`config.mk`:
```
export PLATFORM = sky130hd
export DESIGN_NAME = pipe_barrel_shifter
export DESIGN_NICKNAME = d
export VERILOG_FILES = /design/src/rtl/pbs_pkg.sv /design/src/rtl/pbs_reverse_stage.sv /design/src/rtl/pbs_shift_stage.sv /design/src/rtl/pipe_barrel_shifter.sv
export SDC_FILE = /design/constraint.sdc
export NUM_CORES = 1
export LEC_CHECK = 0
export ABC_AREA = 1
export ABC_CLOCK_PERIOD_IN_PS = 1100
export CAP_MARGIN = 10
export CORE_AREA = 2 2 71 73
export DETAILED_ROUTE_END_ITERATION = 16
export DIE_AREA = 0 0 73 75
export GPL_TIMING_DRIVEN = 0
export SYNTH_ARGS = -nofsm -noshare
export SYNTH_HDL_FRONTEND = slang
export SYNTH_SLANG_ARGS = --single-unit
```
`constraint.sdc`:
```
create_clock -name clk -period 1.1 [get_ports clk]
set_input_delay 0.22 -clock clk [delete_from_list [all_inputs] [get_ports clk]]
set_output_delay 0.22 -clock clk [all_outputs]
set_load 0.03 [all_outputs]
```
`src/rtl/pbs_pkg.sv`:
```
package pbs_pkg;

    typedef enum logic [1:0] {
        MODE_ROTR = 2'b00,
        MODE_SHL  = 2'b01,
        MODE_SHR  = 2'b10,
        MODE_ASR  = 2'b11
    } shift_mode_e;

endpackage

```
`src/rtl/pbs_reverse_stage.sv`:
```
module pbs_reverse_stage
    import pbs_pkg::*;
#(
    parameter int DATA_W = 8,
    parameter int AMT_W  = 3
) (
    input  logic              clk,
    input  logic              rst,
    input  logic              in_valid,
    input  shift_mode_e       in_mode,
    input  logic [AMT_W-1:0]  in_amt,
    input  logic [DATA_W-1:0] in_data,
    output logic              out_valid,
    output shift_mode_e       out_mode,
    output logic [AMT_W-1:0]  out_amt,
    output logic [DATA_W-1:0] out_data
);

    logic [DATA_W-1:0] flipped;
    logic [DATA_W-1:0] next_data;

    for (genvar i = 0; i < DATA_W; i++) begin : g_flip
        assign flipped[i] = in_data[DATA_W-1-i];
    end

    always_comb begin
        next_data = (in_mode == MODE_SHL) ? flipped : in_data;
    end

    always_ff @(posedge clk) begin
        if (rst) begin
            out_valid <= 1'b0;
        end else begin
            out_valid <= in_valid;
        end
    end

    always_ff @(posedge clk) begin
        out_mode <= in_mode;
        out_amt  <= in_amt;
        out_data <= next_data;
    end

    // Controls travel with the data
    assert_ctrl_follow_R10: assert property (@(posedge clk) disable iff (rst)
        in_valid |=> (out_mode == $past(in_mode)) && (out_amt == $past(in_amt)));

    // A stage that does not reverse keeps the word as it is
    assert_no_flip_keeps_R5: assert property (@(posedge clk) disable iff (rst)
        (in_valid && in_mode != MODE_SHL) |=> out_data == $past(in_data));

endmodule

```
`src/rtl/pbs_shift_stage.sv`:
```
module pbs_shift_stage
    import pbs_pkg::*;
#(
    parameter int DATA_W = 8,
    parameter int AMT_W  = 3,
    parameter int LEVEL  = 0
) (
    input  logic              clk,
    input  logic              rst,
    input  logic              in_valid,
    input  shift_mode_e       in_mode,
    input  logic [AMT_W-1:0]  in_amt,
    input  logic [DATA_W-1:0] in_data,
    output logic              out_valid,
    output shift_mode_e       out_mode,
    output logic [AMT_W-1:0]  out_amt,
    output logic [DATA_W-1:0] out_data
);

    localparam int SHIFT = 1 << LEVEL;

    logic [SHIFT-1:0]  fill;
    logic [DATA_W-1:0] moved;
    logic [DATA_W-1:0] next_data;

    always_comb begin
        unique case (in_mode)
            MODE_ROTR: fill = in_data[SHIFT-1:0];
            MODE_ASR:  fill = {SHIFT{in_data[DATA_W-1]}};
            default:   fill = '0;
        endcase
        moved     = {fill, in_data[DATA_W-1:SHIFT]};
        next_data = in_amt[LEVEL] ? moved : in_data;
    end

    always_ff @(posedge clk) begin
        if (rst) begin
            out_valid <= 1'b0;
        end else begin
            out_valid <= in_valid;
        end
    end

    always_ff @(posedge clk) begin
        out_mode <= in_mode;
        out_amt  <= in_amt;
        out_data <= next_data;
    end

    // Controls travel with the data
    assert_ctrl_follow_R10: assert property (@(posedge clk) disable iff (rst)
        in_valid |=> (out_mode == $past(in_mode)) && (out_amt == $past(in_amt)));

    // Amount bit clear: the stage passes its word untouched
    assert_bit_clear_pass_R5: assert property (@(posedge clk) disable iff (rst)
        (in_valid && !in_amt[LEVEL]) |=> out_data == $past(in_data));

    // Arithmetic shift keeps the sign bit
    assert_sign_kept_R4: assert property (@(posedge clk) disable iff (rst)
        (in_valid && in_mode == MODE_ASR) |=> out_data[DATA_W-1] == $past(in_data[DATA_W-1]));

endmodule

```
`src/rtl/pipe_barrel_shifter.sv`:
```
module pipe_barrel_shifter
    import pbs_pkg::*;
#(
    parameter int DATA_W = 8
) (
    input  logic              clk,
    input  logic              rst,
    input  logic              in_valid,
    input  logic [7:0]        in_data,
    input  logic [2:0]        in_amt,
    input  logic [1:0]        in_mode,
    output logic              out_valid,
    output logic [7:0]        out_data
);

    localparam int AMT_W   = $clog2(DATA_W);
    localparam int LAST    = AMT_W + 2;
    localparam int LATENCY = LAST;

    logic              vld_s  [0:LAST];
    shift_mode_e       mode_s [0:LAST];
    logic [AMT_W-1:0]  amt_s  [0:LAST];
    logic [DATA_W-1:0] data_s [0:LAST];

    assign vld_s[0]  = in_valid;
    assign mode_s[0] = shift_mode_e'(in_mode);
    assign amt_s[0]  = in_amt;
    assign data_s[0] = in_data;

    pbs_reverse_stage #(.DATA_W(DATA_W), .AMT_W(AMT_W)) u_rev_in (
        .clk(clk), .rst(rst),
        .in_valid(vld_s[0]), .in_mode(mode_s[0]), .in_amt(amt_s[0]), .in_data(data_s[0]),
        .out_valid(vld_s[1]), .out_mode(mode_s[1]), .out_amt(amt_s[1]), .out_data(data_s[1])
    );

    for (genvar lv = 0; lv < AMT_W; lv++) begin : g_lvl
        pbs_shift_stage #(.DATA_W(DATA_W), .AMT_W(AMT_W), .LEVEL(lv)) u_shift (
            .clk(clk), .rst(rst),
            .in_valid(vld_s[lv+1]), .in_mode(mode_s[lv+1]),
            .in_amt(amt_s[lv+1]), .in_data(data_s[lv+1]),
            .out_valid(vld_s[lv+2]), .out_mode(mode_s[lv+2]),
            .out_amt(amt_s[lv+2]), .out_data(data_s[lv+2])
        );
    end

    pbs_reverse_stage #(.DATA_W(DATA_W), .AMT_W(AMT_W)) u_rev_out (
        .clk(clk), .rst(rst),
        .in_valid(vld_s[LAST-1]), .in_mode(mode_s[LAST-1]),
        .in_amt(amt_s[LAST-1]), .in_data(data_s[LAST-1]),
        .out_valid(vld_s[LAST]), .out_mode(mode_s[LAST]),
        .out_amt(amt_s[LAST]), .out_data(data_s[LAST])
    );

    assign out_valid = vld_s[LAST];
    assign out_data  = data_s[LAST];

    // Cycles since reset, saturating, so latency checks never look before reset
    logic [3:0] age_q;
    always_ff @(posedge clk) begin
        if (rst) begin
            age_q <= '0;
        end else if (age_q != 4'(LATENCY)) begin
            age_q <= age_q + 4'd1;
        end
    end

    assert_fixed_latency_R6: assert property (@(posedge clk) disable iff (rst)
        (age_q == 4'(LATENCY)) |-> (out_valid == $past(in_valid, LATENCY)));

    assert_reset_clears_R8: assert property (@(posedge clk)
        rst |=> !out_valid);

    assert_shl_zero_lsb_R2: assert property (@(posedge clk) disable iff (rst)
        (out_valid && mode_s[LAST] == MODE_SHL && amt_s[LAST] != '0) |-> !out_data[0]);

    assert_shr_zero_msb_R3: assert property (@(posedge clk) disable iff (rst)
        (out_valid && mode_s[LAST] == MODE_SHR && amt_s[LAST] != '0) |-> !out_data[DATA_W-1]);

endmodule

```
==> results.json <==
{
  "outcome": "finished clean",
  "syn_to_final_growth_pct": 22.5,
  "h-tree-depth": 3,
  "synthTopCellsByArea": "dfxtp_1 60%, nand2_1 23%, nand3_1 4.0%",
  "cts_hold_buf": 0,
  "synth.avg_cell_area_sq_um": 8.30,
  "yosys.area.top_type_share_pct": 59.6,
  "synth_nets": 261,
  "grtUsageTotal_pct": 12.6,
  "crit_buf_inv": 1,
  "antenna_found_initial": 0,
  "clock-sinks": 59,
  "grt_start_max_net_pins": 10,
  "hold_viol_final": 0,
  "core-area_sq_mm": 0.00466,
  "die_w_um": 73,
  "crit_family": "flip-flops",
  "critPathKind": "flip-flop to output port",
  "setup_slack_ns": 0.0600,
  "cts_setup_buffers": 0,
  "endpoint_kind": "output port",
  "num_rows": 25,
  "ys.flop_type": "dfxtp_1",
  "synth_seq_cells": 59,
  "cts-root-buf": "clkbuf_8",
  "maxCapViolations": 0,
  "critPathMaxStageDelay_ns": 0.31,
  "async_reset_ff_share_pct": 0,
  "grt_first_pass_wirelength_um": 4980,
  "final.period_utilization_pct": 94.5,
  "drt.antenna.violating_nets": 0,
  "hold_ws_ns": 0.325,
  "start_kind": "flip-flop",
  "vdd_drop_max_v": 0.000813,
  "setup-tns-final_ns": 0,
  "crit_slowest_cell": "dfxtp_1",
  "p_leak_nw": 1.25,
  "cts.clk_slew.worst_paths_ns": 0.06,
  "fin_area_sq_mm": 0.00243,
  "ys_seq_area_share_pct": 59.6,
  "period_needed_ns": 1.04,
  "power.density_mw_per_mm2": 1920,
  "worstHoldPathType": "flip-flop to flip-flop",
  "routedWlPerCell_um": 8.25,
  "dp_slack_ns": -0.163,
  "dp.final_hpwl_um": 2060,
  "syn_area_sq_mm": 0.00198,
  "setup_viol": 0,
  "drv_slew": 0,
  "drt_iter0_drc": 53,
  "cp_data_required_time_ns": 0.88,
  "die_area_sq_mm": 0.00548,
  "synthSimpleGateAreaFrac_pct": 29.8,
  "synthTopCellsByCount": "121 x nand2_1, 59 x dfxtp_1, 16 x nand3_1",
  "diodes": 0,
  "grt_pass1_vias": 1312,
  "gp_congestion": 0.681,
  "synth_top_family_by_area": "simple AND/OR/NAND/NOR gates",
  "die_y_um": 75,
  "critical_path_arrival_ns": 0.82,
  "synth_compound_area_share_pct": 0,
  "drive_above_1_share_pct": 13.7,
  "cts-buffers-inserted": 9,
  "synth_cells": 239,
  "pin_count": 25,
  "fmaxAchievable_ghz": 0.961,
  "layout.nets": 288,
  "synth-xor-area-share_pct": 0,
  "cts_tree": "built",
  "rsz0062_at_grt": "false",
  "yosysMostFrequentCell": "nand2_1",
  "insertion_delay_ns": 0.33,
  "path_max_fanout": 1,
  "synthMuxAreaShare_pct": 0,
  "start_util_pct": 42.6,
  "worst_slew_pin_slew_ns": 0.223,
  "synthAdderAreaFrac_pct": 3.79,
  "yosysTopAreaCell": "dfxtp_1",
  "ys_types": 11,
  "worstPathCellList": "buf_2",
  "grt-ovfl-total": 0,
  "drt-pass1-iter-count": 4,
  "drc": 0,
  "vias": 1408,
  "routed_via_density": 4.33,
  "slew_headroom_pct": 85.1,
  "cts_buffer_depth": 2,
  "synth_enable_flop_cells": 0,
  "place_area_sq_mm": 0.00229,
  "numPortBuffers": 24,
  "yosys_warnings": 0,
  "routed_wl_um": 2680,
  "clock_skew_ns": 0.00455
}
-- through the flow --
step	util, %	power (mW)	cells
finish	52.1	4.66	325
global route	52.1	4.89	325
CTS	52.2	4.73	326
detailed placement	49.2	2.94	317
global placement	49.2	2.93	317
floorplan	-	2.76	239
-- state kept, by name, indices dropped and copies added, names as in the netlist --
signal / count
g_lvl.u_shift.out_data: 24
u_rev_in.out_mode: 2
u_rev_in.out_valid: 1
u_rev_in.out_data: 8
g_lvl.u_shift.out_valid: 3
u_rev_out.out_data: 8
g_lvl.u_shift.out_mode: 6
u_rev_out.out_valid: 1
u_rev_in.out_amt: 3
g_lvl.u_shift.out_amt: 3
-- report_power, final --
part / internal, mW / switching, mW
clock network: 1.06 / 0.739
logic: 0.206 / 0.239
registers: 2.33 / 0.0880
total: 3.59 / 1.07
-- routing by layer --
metal	up-vias	wire [um]	share of wire [%]	GRT usage [%]
li1	768	-	-	-
met1	603	951	35	9.89
met5	-	0	0	0
met4	0	57	2.1	7.41
met2	29	1480	55	23.4
met3	8	189	7.0	7.63
-- repair_timing --
| item | in CTS | in global routing |
|---|---|---|
| setup endpoints to repair | 9 | 5 |
| resized for setup | 61 | 2 |
| pin swaps | 0 | 1 |
-- kinds of logic after synthesis --
logic type | Yosys count
and+or+nand+nor | 147
DFF | 59
buffers and inverters | 27
adders and majority gates | 6
-- cell type report --
class,count,area [sq um]
Multi-Input combinational cell,153,667
Timing Repair Buffer,24,245
Sequential cell,59,1180
Inverter,16,60.1
Fill cell,451,2230
Clock buffer,15,186
Clock inverter,1,5.00
Tap cell,54,67.6
Buffer,3,15.0
-- path summary, 6_finish.rpt --
path,cells after the start,slack (ns),from,end
worst max-delay path,1,0.06,u_rev_out.out_valid$_SDFF_PP0_,out_valid
worst min register to register,0,0.33,u_rev_in.out_amt[1]$_DFF_P_,g_lvl[0].u_shift.out_amt[1]$_DFF_P_
worst max register to register,5,0.09,g_lvl[1].u_shift.out_mode[1]$_DFF_P_,g_lvl[2].u_shift.out_data[5]$_DFF_P_
worst min-delay path,0,0.33,u_rev_in.out_amt[1]$_DFF_P_,g_lvl[0].u_shift.out_amt[1]$_DFF_P_
-- cells in the final DEF (no fill, tap or decap), drive strengths merged --
cell type,count
nand2,123
dfxtp,59
nand3,16
inv,16
clkdlybuf4s50,15
clkbuf,15
buf,12
nor2,8
ha,6
clkinv,1
No activity file was read; power rests on OpenSTA's default activity.
